--- src/rtl/pfc_pkg.sv ---
package pfc_pkg;

    localparam int REG_W   = 8;
    localparam int PORT_W  = 8;
    localparam int LOW_PINS = 2;

    // bit positions decoded by the read-back path
    localparam int B_FC = 7;
    localparam int B_QS = 5;
    localparam int B_CD = 4;
    localparam int B_LS = 3;
    localparam int B_RW = 2;

    localparam logic [REG_W-1:0] FIELD_MASK = 8'hBC;
    localparam logic [REG_W-1:0] EMUL_RESET = 8'hAC;

    typedef enum logic [2:0] {
        M_NSC = 3'd0,
        M_NXN = 3'd1,
        M_NXW = 3'd2,
        M_EXN = 3'd3,
        M_EXW = 3'd4,
        M_SSC = 3'd5,
        M_SXP = 3'd6,
        M_SPR = 3'd7
    } mode_e;

    typedef struct packed {
        logic fc;
        logic qs;
        logic cd;
        logic ls;
        logic rw;
    } ctl_t;

    // lock index order
    localparam int L_FC = 3;
    localparam int L_QS = 2;
    localparam int L_LS = 1;
    localparam int L_RW = 0;

    function automatic logic is_normal(mode_e m);
        return (m == M_NSC) || (m == M_NXN) || (m == M_NXW);
    endfunction

    function automatic logic is_emul(mode_e m);
        return (m == M_EXN) || (m == M_EXW);
    endfunction

    function automatic logic is_special(mode_e m);
        return (m == M_SSC) || (m == M_SXP) || (m == M_SPR);
    endfunction

    function automatic logic is_expanded(mode_e m);
        return (m == M_NXN) || (m == M_NXW) || (m == M_EXN) ||
               (m == M_EXW) || (m == M_SXP);
    endfunction

    function automatic logic [REG_W-1:0] ctl_to_byte(ctl_t c);
        logic [REG_W-1:0] b;
        b       = '0;
        b[B_FC] = c.fc;
        b[B_QS] = c.qs;
        b[B_CD] = c.cd;
        b[B_LS] = c.ls;
        b[B_RW] = c.rw;
        return b;
    endfunction

    function automatic ctl_t byte_to_ctl(logic [REG_W-1:0] b);
        ctl_t c;
        c.fc = b[B_FC];
        c.qs = b[B_QS];
        c.cd = b[B_CD];
        c.ls = b[B_LS];
        c.rw = b[B_RW];
        return c;
    endfunction

    function automatic ctl_t reset_ctl(mode_e m);
        return byte_to_ctl(is_emul(m) ? EMUL_RESET : '0);
    endfunction

endpackage

--- src/rtl/pfc_regfile.sv ---
module pfc_regfile
    import pfc_pkg::*;
(
    input  logic             clk,
    input  logic             rst_n,
    input  mode_e            mode_i,
    input  logic             wr_en_i,
    input  logic [REG_W-1:0] wr_data_i,
    output ctl_t             ctl_o,
    output logic [REG_W-1:0] rd_data_o
);

    typedef struct packed {
        ctl_t       ctl;
        logic [3:0] lock;
    } rf_state_t;

    rf_state_t s_d, s_q;
    ctl_t      wr_ctl;
    logic      once_ok_fc, once_ok_qs, once_ok_ls, once_ok_rw;
    logic      any_ok_cd;
    logic      unused_wr_bits;

    assign wr_ctl         = byte_to_ctl(wr_data_i);
    assign unused_wr_bits = ^{wr_data_i[6], wr_data_i[1:0]};

    always_comb begin
        once_ok_fc = is_special(mode_i) || (is_normal(mode_i) && !s_q.lock[L_FC]);
        once_ok_qs = is_special(mode_i) || (is_normal(mode_i) && !s_q.lock[L_QS]);
        once_ok_ls = is_special(mode_i) || (is_normal(mode_i) && !s_q.lock[L_LS]);
        once_ok_rw = is_special(mode_i) || (is_normal(mode_i) && !s_q.lock[L_RW]);
        any_ok_cd  = is_special(mode_i) || is_normal(mode_i);

        s_d = s_q;
        if (!rst_n) begin
            s_d.ctl  = reset_ctl(mode_i);
            s_d.lock = '0;
        end else if (wr_en_i) begin
            if (once_ok_fc) s_d.ctl.fc = wr_ctl.fc;
            if (once_ok_qs) s_d.ctl.qs = wr_ctl.qs;
            if (once_ok_ls) s_d.ctl.ls = wr_ctl.ls;
            if (once_ok_rw) s_d.ctl.rw = wr_ctl.rw;
            if (any_ok_cd)  s_d.ctl.cd = wr_ctl.cd;
            if (is_normal(mode_i)) s_d.lock = '1;
        end
    end

    always_ff @(posedge clk) begin
        s_q <= s_d;
    end

    assign ctl_o     = s_q.ctl;
    assign rd_data_o = ctl_to_byte(s_q.ctl);

    p_emul_frozen_r4: assert property (@(posedge clk) disable iff (!rst_n)
        (wr_en_i && is_emul(mode_i)) |=> $stable(rd_data_o));

    p_lock_hold_r2: assert property (@(posedge clk) disable iff (!rst_n)
        (wr_en_i && is_normal(mode_i) && (s_q.lock == 4'hF))
        |=> $stable({rd_data_o[B_FC], rd_data_o[B_QS], rd_data_o[B_LS], rd_data_o[B_RW]}));

    p_clk_write_r3: assert property (@(posedge clk) disable iff (!rst_n)
        (wr_en_i && !is_emul(mode_i)) |=> (rd_data_o[B_CD] == $past(wr_data_i[B_CD])));

    p_special_write_r5: assert property (@(posedge clk) disable iff (!rst_n)
        (wr_en_i && is_special(mode_i)) |=> (rd_data_o == ($past(wr_data_i) & FIELD_MASK)));

endmodule

--- src/rtl/pfc_tagcap.sv ---
module pfc_tagcap (
    input  logic clk,
    input  logic rst_n,
    input  logic cap_en_i,
    input  logic bus_clk_i,
    input  logic pin_i,
    output logic tag_o
);

    typedef struct packed {
        logic bclk_prev;
        logic tag;
    } tc_state_t;

    tc_state_t s_d, s_q;
    logic      rise;

    assign rise = bus_clk_i && !s_q.bclk_prev;

    always_comb begin
        s_d = s_q;
        if (!rst_n) begin
            s_d = '0;
        end else begin
            s_d.bclk_prev = bus_clk_i;
            if (cap_en_i && rise) s_d.tag = pin_i;
        end
    end

    always_ff @(posedge clk) begin
        s_q <= s_d;
    end

    assign tag_o = s_q.tag;

    p_tag_hold_r11: assert property (@(posedge clk) disable iff (!rst_n)
        !(cap_en_i && rise) |=> $stable(tag_o));

    p_tag_take_r11: assert property (@(posedge clk) disable iff (!rst_n)
        (cap_en_i && rise) |=> (tag_o == $past(pin_i)));

endmodule

--- src/rtl/pfc_pinmux.sv ---
module pfc_pinmux
    import pfc_pkg::*;
(
    input  mode_e             mode_i,
    input  ctl_t              ctl_i,
    input  logic              bus_clk_i,
    input  logic              stretch_i,
    input  logic              ext_cycle_i,
    input  logic              free_cycle_i,
    input  logic [1:0]        queue_i,
    input  logic              lo_strobe_i,
    input  logic              rw_i,
    input  logic              tag_en_i,
    input  logic [PORT_W-1:0] gpio_do_i,
    input  logic [PORT_W-1:0] gpio_oe_i,
    output logic [PORT_W-1:0] pin_do_o,
    output logic [PORT_W-1:0] pin_oe_o,
    output logic              ls_active_o
);

    localparam int HI_W = PORT_W - LOW_PINS;

    logic [PORT_W-1:LOW_PINS] hi_do, hi_oe;
    logic                     exp_mode;

    assign exp_mode    = is_expanded(mode_i);
    assign ls_active_o = ctl_i.ls && exp_mode && (mode_i != M_NXN);

    always_comb begin
        hi_do = gpio_do_i[PORT_W-1:LOW_PINS];
        hi_oe = gpio_oe_i[PORT_W-1:LOW_PINS];
        if (ctl_i.fc && exp_mode) begin
            hi_do[B_FC] = free_cycle_i;
            hi_oe[B_FC] = 1'b1;
        end
        if (ctl_i.qs && exp_mode) begin
            hi_do[B_QS+1:B_QS] = queue_i;
            hi_oe[B_QS+1:B_QS] = 2'b11;
        end
        if (!ctl_i.cd) begin
            hi_do[B_CD] = bus_clk_i && (!stretch_i || ext_cycle_i);
            hi_oe[B_CD] = 1'b1;
        end
        if (ls_active_o) begin
            hi_do[B_LS] = lo_strobe_i;
            hi_oe[B_LS] = tag_en_i ? !bus_clk_i : 1'b1;
        end
        if (ctl_i.rw && exp_mode) begin
            hi_do[B_RW] = rw_i;
            hi_oe[B_RW] = 1'b1;
        end
    end

    assign pin_do_o[PORT_W-1:LOW_PINS] = hi_do;
    assign pin_oe_o[PORT_W-1:LOW_PINS] = hi_oe;

    for (genvar i = 0; i < LOW_PINS; i++) begin : g_low
        assign pin_do_o[i] = gpio_do_i[i];
        assign pin_oe_o[i] = gpio_oe_i[i];
    end

    initial begin
        if (HI_W != 6) $error("pin map expects six controlled pins");
    end

endmodule

--- src/rtl/pin_func_ctrl.sv ---
module pin_func_ctrl
    import pfc_pkg::*;
(
    input  logic              clk,
    input  logic              rst_n,
    input  logic [2:0]        mode,
    input  logic              wr_en,
    input  logic [REG_W-1:0]  wr_data,
    output logic [REG_W-1:0]  rd_data,
    input  logic              bus_clk,
    input  logic              clk_stretch,
    input  logic              ext_cycle,
    input  logic              free_cycle,
    input  logic [1:0]        queue_stat,
    input  logic              lo_strobe,
    input  logic              rw_line,
    input  logic              tag_en,
    input  logic              tag_pin_i,
    output logic              tag_lo,
    input  logic [PORT_W-1:0] gpio_do,
    input  logic [PORT_W-1:0] gpio_oe,
    output logic [PORT_W-1:0] pin_do,
    output logic [PORT_W-1:0] pin_oe
);

    mode_e mode_m;
    ctl_t  ctl;
    logic  ls_active;

    assign mode_m = mode_e'(mode);

    pfc_regfile u_regfile (
        .clk       (clk),
        .rst_n     (rst_n),
        .mode_i    (mode_m),
        .wr_en_i   (wr_en),
        .wr_data_i (wr_data),
        .ctl_o     (ctl),
        .rd_data_o (rd_data)
    );

    pfc_pinmux u_pinmux (
        .mode_i       (mode_m),
        .ctl_i        (ctl),
        .bus_clk_i    (bus_clk),
        .stretch_i    (clk_stretch),
        .ext_cycle_i  (ext_cycle),
        .free_cycle_i (free_cycle),
        .queue_i      (queue_stat),
        .lo_strobe_i  (lo_strobe),
        .rw_i         (rw_line),
        .tag_en_i     (tag_en),
        .gpio_do_i    (gpio_do),
        .gpio_oe_i    (gpio_oe),
        .pin_do_o     (pin_do),
        .pin_oe_o     (pin_oe),
        .ls_active_o  (ls_active)
    );

    pfc_tagcap u_tagcap (
        .clk       (clk),
        .rst_n     (rst_n),
        .cap_en_i  (ls_active && tag_en),
        .bus_clk_i (bus_clk),
        .pin_i     (tag_pin_i),
        .tag_o     (tag_lo)
    );

    p_nonexp_gpio_r9: assert property (@(posedge clk) disable iff (!rst_n)
        !is_expanded(mode_m) |->
            ((pin_oe[7:5] == gpio_oe[7:5]) && (pin_oe[2] == gpio_oe[2]) &&
             (pin_do[7:5] == gpio_do[7:5]) && (pin_do[2] == gpio_do[2])));

    p_narrow_ls_r10: assert property (@(posedge clk) disable iff (!rst_n)
        (mode_m == M_NXN) |-> ((pin_oe[3] == gpio_oe[3]) && (pin_do[3] == gpio_do[3])));

    p_low_pins_r12: assert property (@(posedge clk) disable iff (!rst_n)
        (pin_oe[1:0] == gpio_oe[1:0]) && (pin_do[1:0] == gpio_do[1:0]));

    p_clk_pin_r7: assert property (@(posedge clk) disable iff (!rst_n)
        !rd_data[4] |-> pin_oe[4]);

endmodule

--- config.mk ---
export PLATFORM = sky130hd
export DESIGN_NAME = pin_func_ctrl
export DESIGN_NICKNAME = d
export VERILOG_FILES = /design/src/rtl/pfc_pkg.sv /design/src/rtl/pfc_regfile.sv /design/src/rtl/pfc_tagcap.sv /design/src/rtl/pfc_pinmux.sv /design/src/rtl/pin_func_ctrl.sv
export SDC_FILE = /design/constraint.sdc
export NUM_CORES = 1
export LEC_CHECK = 0
export BUFFER_PORTS_ARGS = -buffer_cell sky130_fd_sc_hd__buf_2
export CAP_MARGIN = 20
export CORE_ASPECT_RATIO = 1.25
export CORE_UTILIZATION = 27
export CTS_BUF_LIST = sky130_fd_sc_hd__clkbuf_4
export DETAILED_ROUTE_END_ITERATION = 10
export PLACE_DENSITY = 0.59
export SYNTH_ARGS = -nofsm -noshare
export SYNTH_HDL_FRONTEND = slang
export SYNTH_HIERARCHICAL = 1
export SYNTH_SLANG_ARGS = --single-unit
--- constraint.sdc ---
create_clock -name clk -period 1.4 [get_ports clk]
set_input_delay 0.28 -clock clk [delete_from_list [all_inputs] [get_ports clk]]
set_output_delay 0.28 -clock clk [all_outputs]
set_load 0.01 [all_outputs]
# After elaboration in Yosys (flattened, before gate mapping)
# Index checks and enable logic that the tools add are counted.
totals:
  reg_bits: 8
  input_bits: 40
  out_inout_bits: 25
  elab_cells: 84
op_classes:
  n_eq_ne: 14
  muxes: 20
  reduce_logical: 42
ops:
  columns: ["cell", "n"]
  rows:
  - ["$mux 9", 2]
  - ["$logic_or 1x1->1", 15]
  - ["$mux 1", 14]
  - ["$logic_and 1x1->1", 13]
  - ["$eq 3x3->1 const B", 4]
  - ["$ne 2x1->1 const B", 6]
  - ["$reduce_and 2->1", 6]
  - ["$mux 8", 1]
  - ["$logic_not 1->1", 7]
  - ["$eq 3x2->1 const B", 2]
  - ["$mux 2", 2]
  - ["$mux 4", 1]
  - ["$eq 3x1->1 const B", 1]
  - ["$logic_not 3->1", 1]
  - ["$ne 3x1->1 const B", 1]

# Logic depth before layout (Yosys ltp)
logic_depth:
  word_depth: 9
  depth_mapped: 5
  ltp_nobuf: 5

# By module
# Netlist, hierarchy kept.
by_module_without_submodules:
  columns: ["module", "n_inst", "cells_per_inst", "area_per_inst_um2", "seq_area_each_um2"]
  rows:
  - ["pfc_regfile", 1, 45, 399.1, 170.2]
  - ["pfc_pinmux", 1, 36, 269.0, 0.0]
  - ["pfc_tagcap", 1, 7, 71.3, 40.0]
  - ["pin_func_ctrl", 1, 1, 6.3, 0.0]

# Worst setup path before layout
# No wires, ideal clock.
synth_timing:
  kind: "reg2out"
  start: "reg u_regfile.s_q (netlist bit u_regfile/ctl_o[1])"
  end: "out pin_do[3]"
  arrival_time_ns: 1.025
  required_time_ns: 1.120
  slack_ns: 0.095
  path_stages_with_launch: 4
  n_path_buf: 1
  cell_sequence: "edfxtp_1 -> buf_4 -> and3b_2 -> mux2_4"
synth_between:
  elab_chain_cells: 3
synth_rtl:
  columns: ["item", "line_no", "text"]
  rows:
  - ["start: declaration", "pfc_regfile.sv:18", "rf_state_t s_d, s_q;"]
  - ["start signal: assignment", "pfc_regfile.sv:49", "s_q <= s_d;"]
  - ["$logic_and 1x1->1 (2 in a row)", "pfc_pinmux.sv:27", "assign ls_active_o = ctl_i.ls && exp_mode && (mode_i != M_NXN);"]
  - ["net ls_active", "pin_func_ctrl.sv:28", "logic ls_active;"]
  - ["$mux 1", "pfc_pinmux.sv:44", "if (ls_active_o) begin"]
  - ["end: declaration", "pin_func_ctrl.sv:22", "output logic [PORT_W-1:0] pin_do,"]
# The timed path passes the listed nets, and every way through them passes these cells.

# Worst setup path in the final report
layout_timing:
  start: "reg u_regfile.s_q (netlist bit u_regfile/ctl_o[3])"
  end: "out pin_do[6]"
layout_between:
  elab_chain_cells: 2
layout_rtl:
  columns: ["item", "line_no", "text"]
  rows:
  - ["$logic_and 1x1->1", "pfc_pinmux.sv:36", "if (ctl_i.qs && exp_mode) begin"]
  - ["$mux 2", "pfc_pinmux.sv:36", null]
# No other way between the ends.

==> metrics.yaml <==
ir_drop_mv: 0.3264
core_sq_mm: 0.002527
postSynthAreaPerCell_sq_um: 8.379
die_y_um: 60.76
synth_top_family_by_area: "simple AND/OR/NAND/NOR gates"
antennaDiodeCount: 0
synth_mux_area_share_pct: 12.08
cts_max_level: 1
synth_xor_area_share_pct: 0
slew_viol_final: 0
grt_pass1_wl_um: 2808
drt_iter0_markers: 16
max_stage_delay_ns: 0.38
synth_fa_ha_area_share_pct: 0
grt_pass1_vias: 723
io_buffers: 50
vias: 751
clock-sinks: 8
grt.total_usage_pct: 12.48
final.setup_skew_ns: 0.01269
critPathTopFamily: "flip-flops"
worstPathRequired_ns: 1.12
criticalPathCategory: "flip-flop to primary output"
num-nets-final: 178
drc_errors: 0
crit_arrival_ns: 1.31
synth_compound_area_share_pct: 12.92
reg2reg_depth: 4
crit_path_start_kind: "flip-flop"
leakage_nw: 0.5673
tns_ns: -1.214
r2r_setup_slack_ns: 0.24
min_from: "bus_clk"
final_hold_viol_count: 0
wl_um: 1711
root_buffer: "clkbuf_4"
synth_area_leaders: "edfxtp_1 (20%), buf_4 (17%), dfxtp_1 (8.1%)"
hold_depth: 2
synth_top_cell_area_share_pct: 20.13
grtUsageMet1_pct: 11.55
preCtsSetupSlack_ns: -0.1934
drive_above_1_share_pct: 55.47
antenna_found_initial: 0
synth_area_leader_cell: "edfxtp_1"
path_cells: "and3b_2, mux2_4, buf_6"
drt_pass1_iterations: 4
grt_overflow: 0
ys_seq_area_share_pct: 28.19
cts_buffers: 3
clkTransAtPathRegs_ns: 0.06
timing.final.crit_period_ns: 1.587
rsz0062_at_grt: "true"
io_pins: 65
cp_num_buf_inv: 1
multiInputGateArea_sq_um: 394.1
place.gp.congestion: 0.7270
fp.dieW_um: 49.01
synth-simple-area-share_pct: 26.17
std_cell_rows: 20
cts_tree: "yes"
hold_end: "u_tagcap/s_q[1]"
cp-end-kind: "primary output"
slowest_stage: "edfxtp_1"
syn_area_sq_um: 745.7
post-route-period-util_pct: 113.3
cts_max_path_buffers: 2
power.density_mw_per_mm2: 745.5
clk_latency_ns: 0.26
vias_per_cell: 4.418
violations: "setup timing"
wl_per_cell_um: 10.06
hold_buffers: 0
grtUsageMet2_pct: 24.01
fmax_ghz: 0.6302
ff_latch_area_sq_um: 210.2
start_util_pct: 29.50
grt_use_met3_pct: 2.005
fin_ws_ns: -0.1868
synthCells: 89
status: "finished, violations left"
grt-busiest-layer: "met2"
ys_types: 32
dp_hpwl_um: 1435
hp-class: "primary input to flip-flop"
fillCellCount: 260
critical_path.max_fanout: 4
dieArea_sq_mm: 0.002977
maxCapViolations: 0
rr_endpoint: "u_tagcap/tag_o"
syn2layout_area_growth_pct: 41.95
r2r-start: "u_regfile/ctl_o[1]"
ant_nets: 0
grt_max_degree: 14
report.final.setup_viol: 8
ys_seq_elements: 8
synth.yosys.warnings: 6
final cells by class:
class / instances / share of cell area [%]
Multi-Input combinational cell: 60 / 37.23
Sequential cell: 8 / 19.86
Clock buffer: 4 / 2.837
Tap cell: 33 / 3.901
Inverter: 4 / 1.418
Timing Repair Buffer: 61 / 34.75
through the flow:
| step | cells | power [W] | area (sq um) | hold WS [ns] | util [%] |
|---|---|---|---|---|---|
| after floorplan | 91 | 0.0004750 | 753.2 | 0.4017 | - |
| after global placement | 163 | 0.0005447 | 969.7 | 0.4444 | 38.37 |
| after detailed placement | 163 | 0.0005515 | 969.7 | 0.4699 | 38.37 |
| after CTS | 169 | 0.0007910 | 1047 | 0.2778 | 41.44 |
| after global routing | 170 | 0.0008327 | 1059 | 0.2963 | 41.88 |
| final | 170 | 0.0007891 | 1059 | 0.2814 | 41.88 |
power breakdown:
group	internal (W)	switching [W]	leakage (nW)
registers	0.000273	0.00000993	0.0775
logic	0.000165	0.000130	0.471
clock network	0.000129	0.0000827	0.0184
metal layers:
layer  up-vias  wire length, um
met5         -                0
met4         0               32
met3         4              122
met2        37              881
met1       331              674
li1        379                -
logic make-up after synthesis:
logic type	count (synthesis)
compound gates	15
flops	8
buf+inv	23
mux	7
other cells	1
simple gates	35
state kept, by name, indices dropped and copies added, names as in the netlist:
register	cells
u_tagcap/s_q	1
u_tagcap/tag_o	1
u_regfile/s_q	1
u_regfile/ctl_o	5
how the worst max path moves through the flow:
stage                       startpoint        end  slack, ns  depth (start not counted)
finish              u_regfile/ctl_o[3]  pin_do[6]      -0.19                          3
global route        u_regfile/ctl_o[3]  pin_do[6]      -0.25                          3
CTS                 u_regfile/ctl_o[3]  pin_do[5]      -0.20                          3
detailed placement             mode[1]  pin_do[5]      -0.19                          5
global placement               mode[1]  pin_do[6]      -0.17                          5
floorplan           u_regfile/ctl_o[1]  pin_do[3]       0.09                          3
Yosys cell counts:
master    number
buf_4         17
nand2_1       12
edfxtp_1       5
inv_1          4
mux2_4         4
nand2b_1       4
a21o_1         3
dfxtp_1        3
mux2i_1        3
nand3_1        3
a211oi_1       2
a21oi_1        2
and2_1         2
clkbuf_1       2
nand3b_1       2
nor2_1         2
o21ai_0        2
o22ai_1        2
or2_2          2
a31oi_1        1
and3_1         1
and3b_1        1
and3b_2        1
conb_1         1
nand2_2        1
nor2_2         1
nor2b_1        1
nor3_2         1
o211ai_1       1
o21a_1         1
o21ai_1        1
or3b_1         1
layout by cell type (no fill, tap or decap), drive strengths merged, types with 4 or more instances in the layout:
master   n
inv      4
buf     61
nand2b   4
nand2   13
mux2     4
edfxtp   5
clkbuf   4
repair_timing:
action                                  CTS  global route
endpoints found under the setup margin    8            10
pin swaps                                 5             5
setup buffers                             2             1
gates resized for setup                   6             1
(Power assumes the default switching activity.)
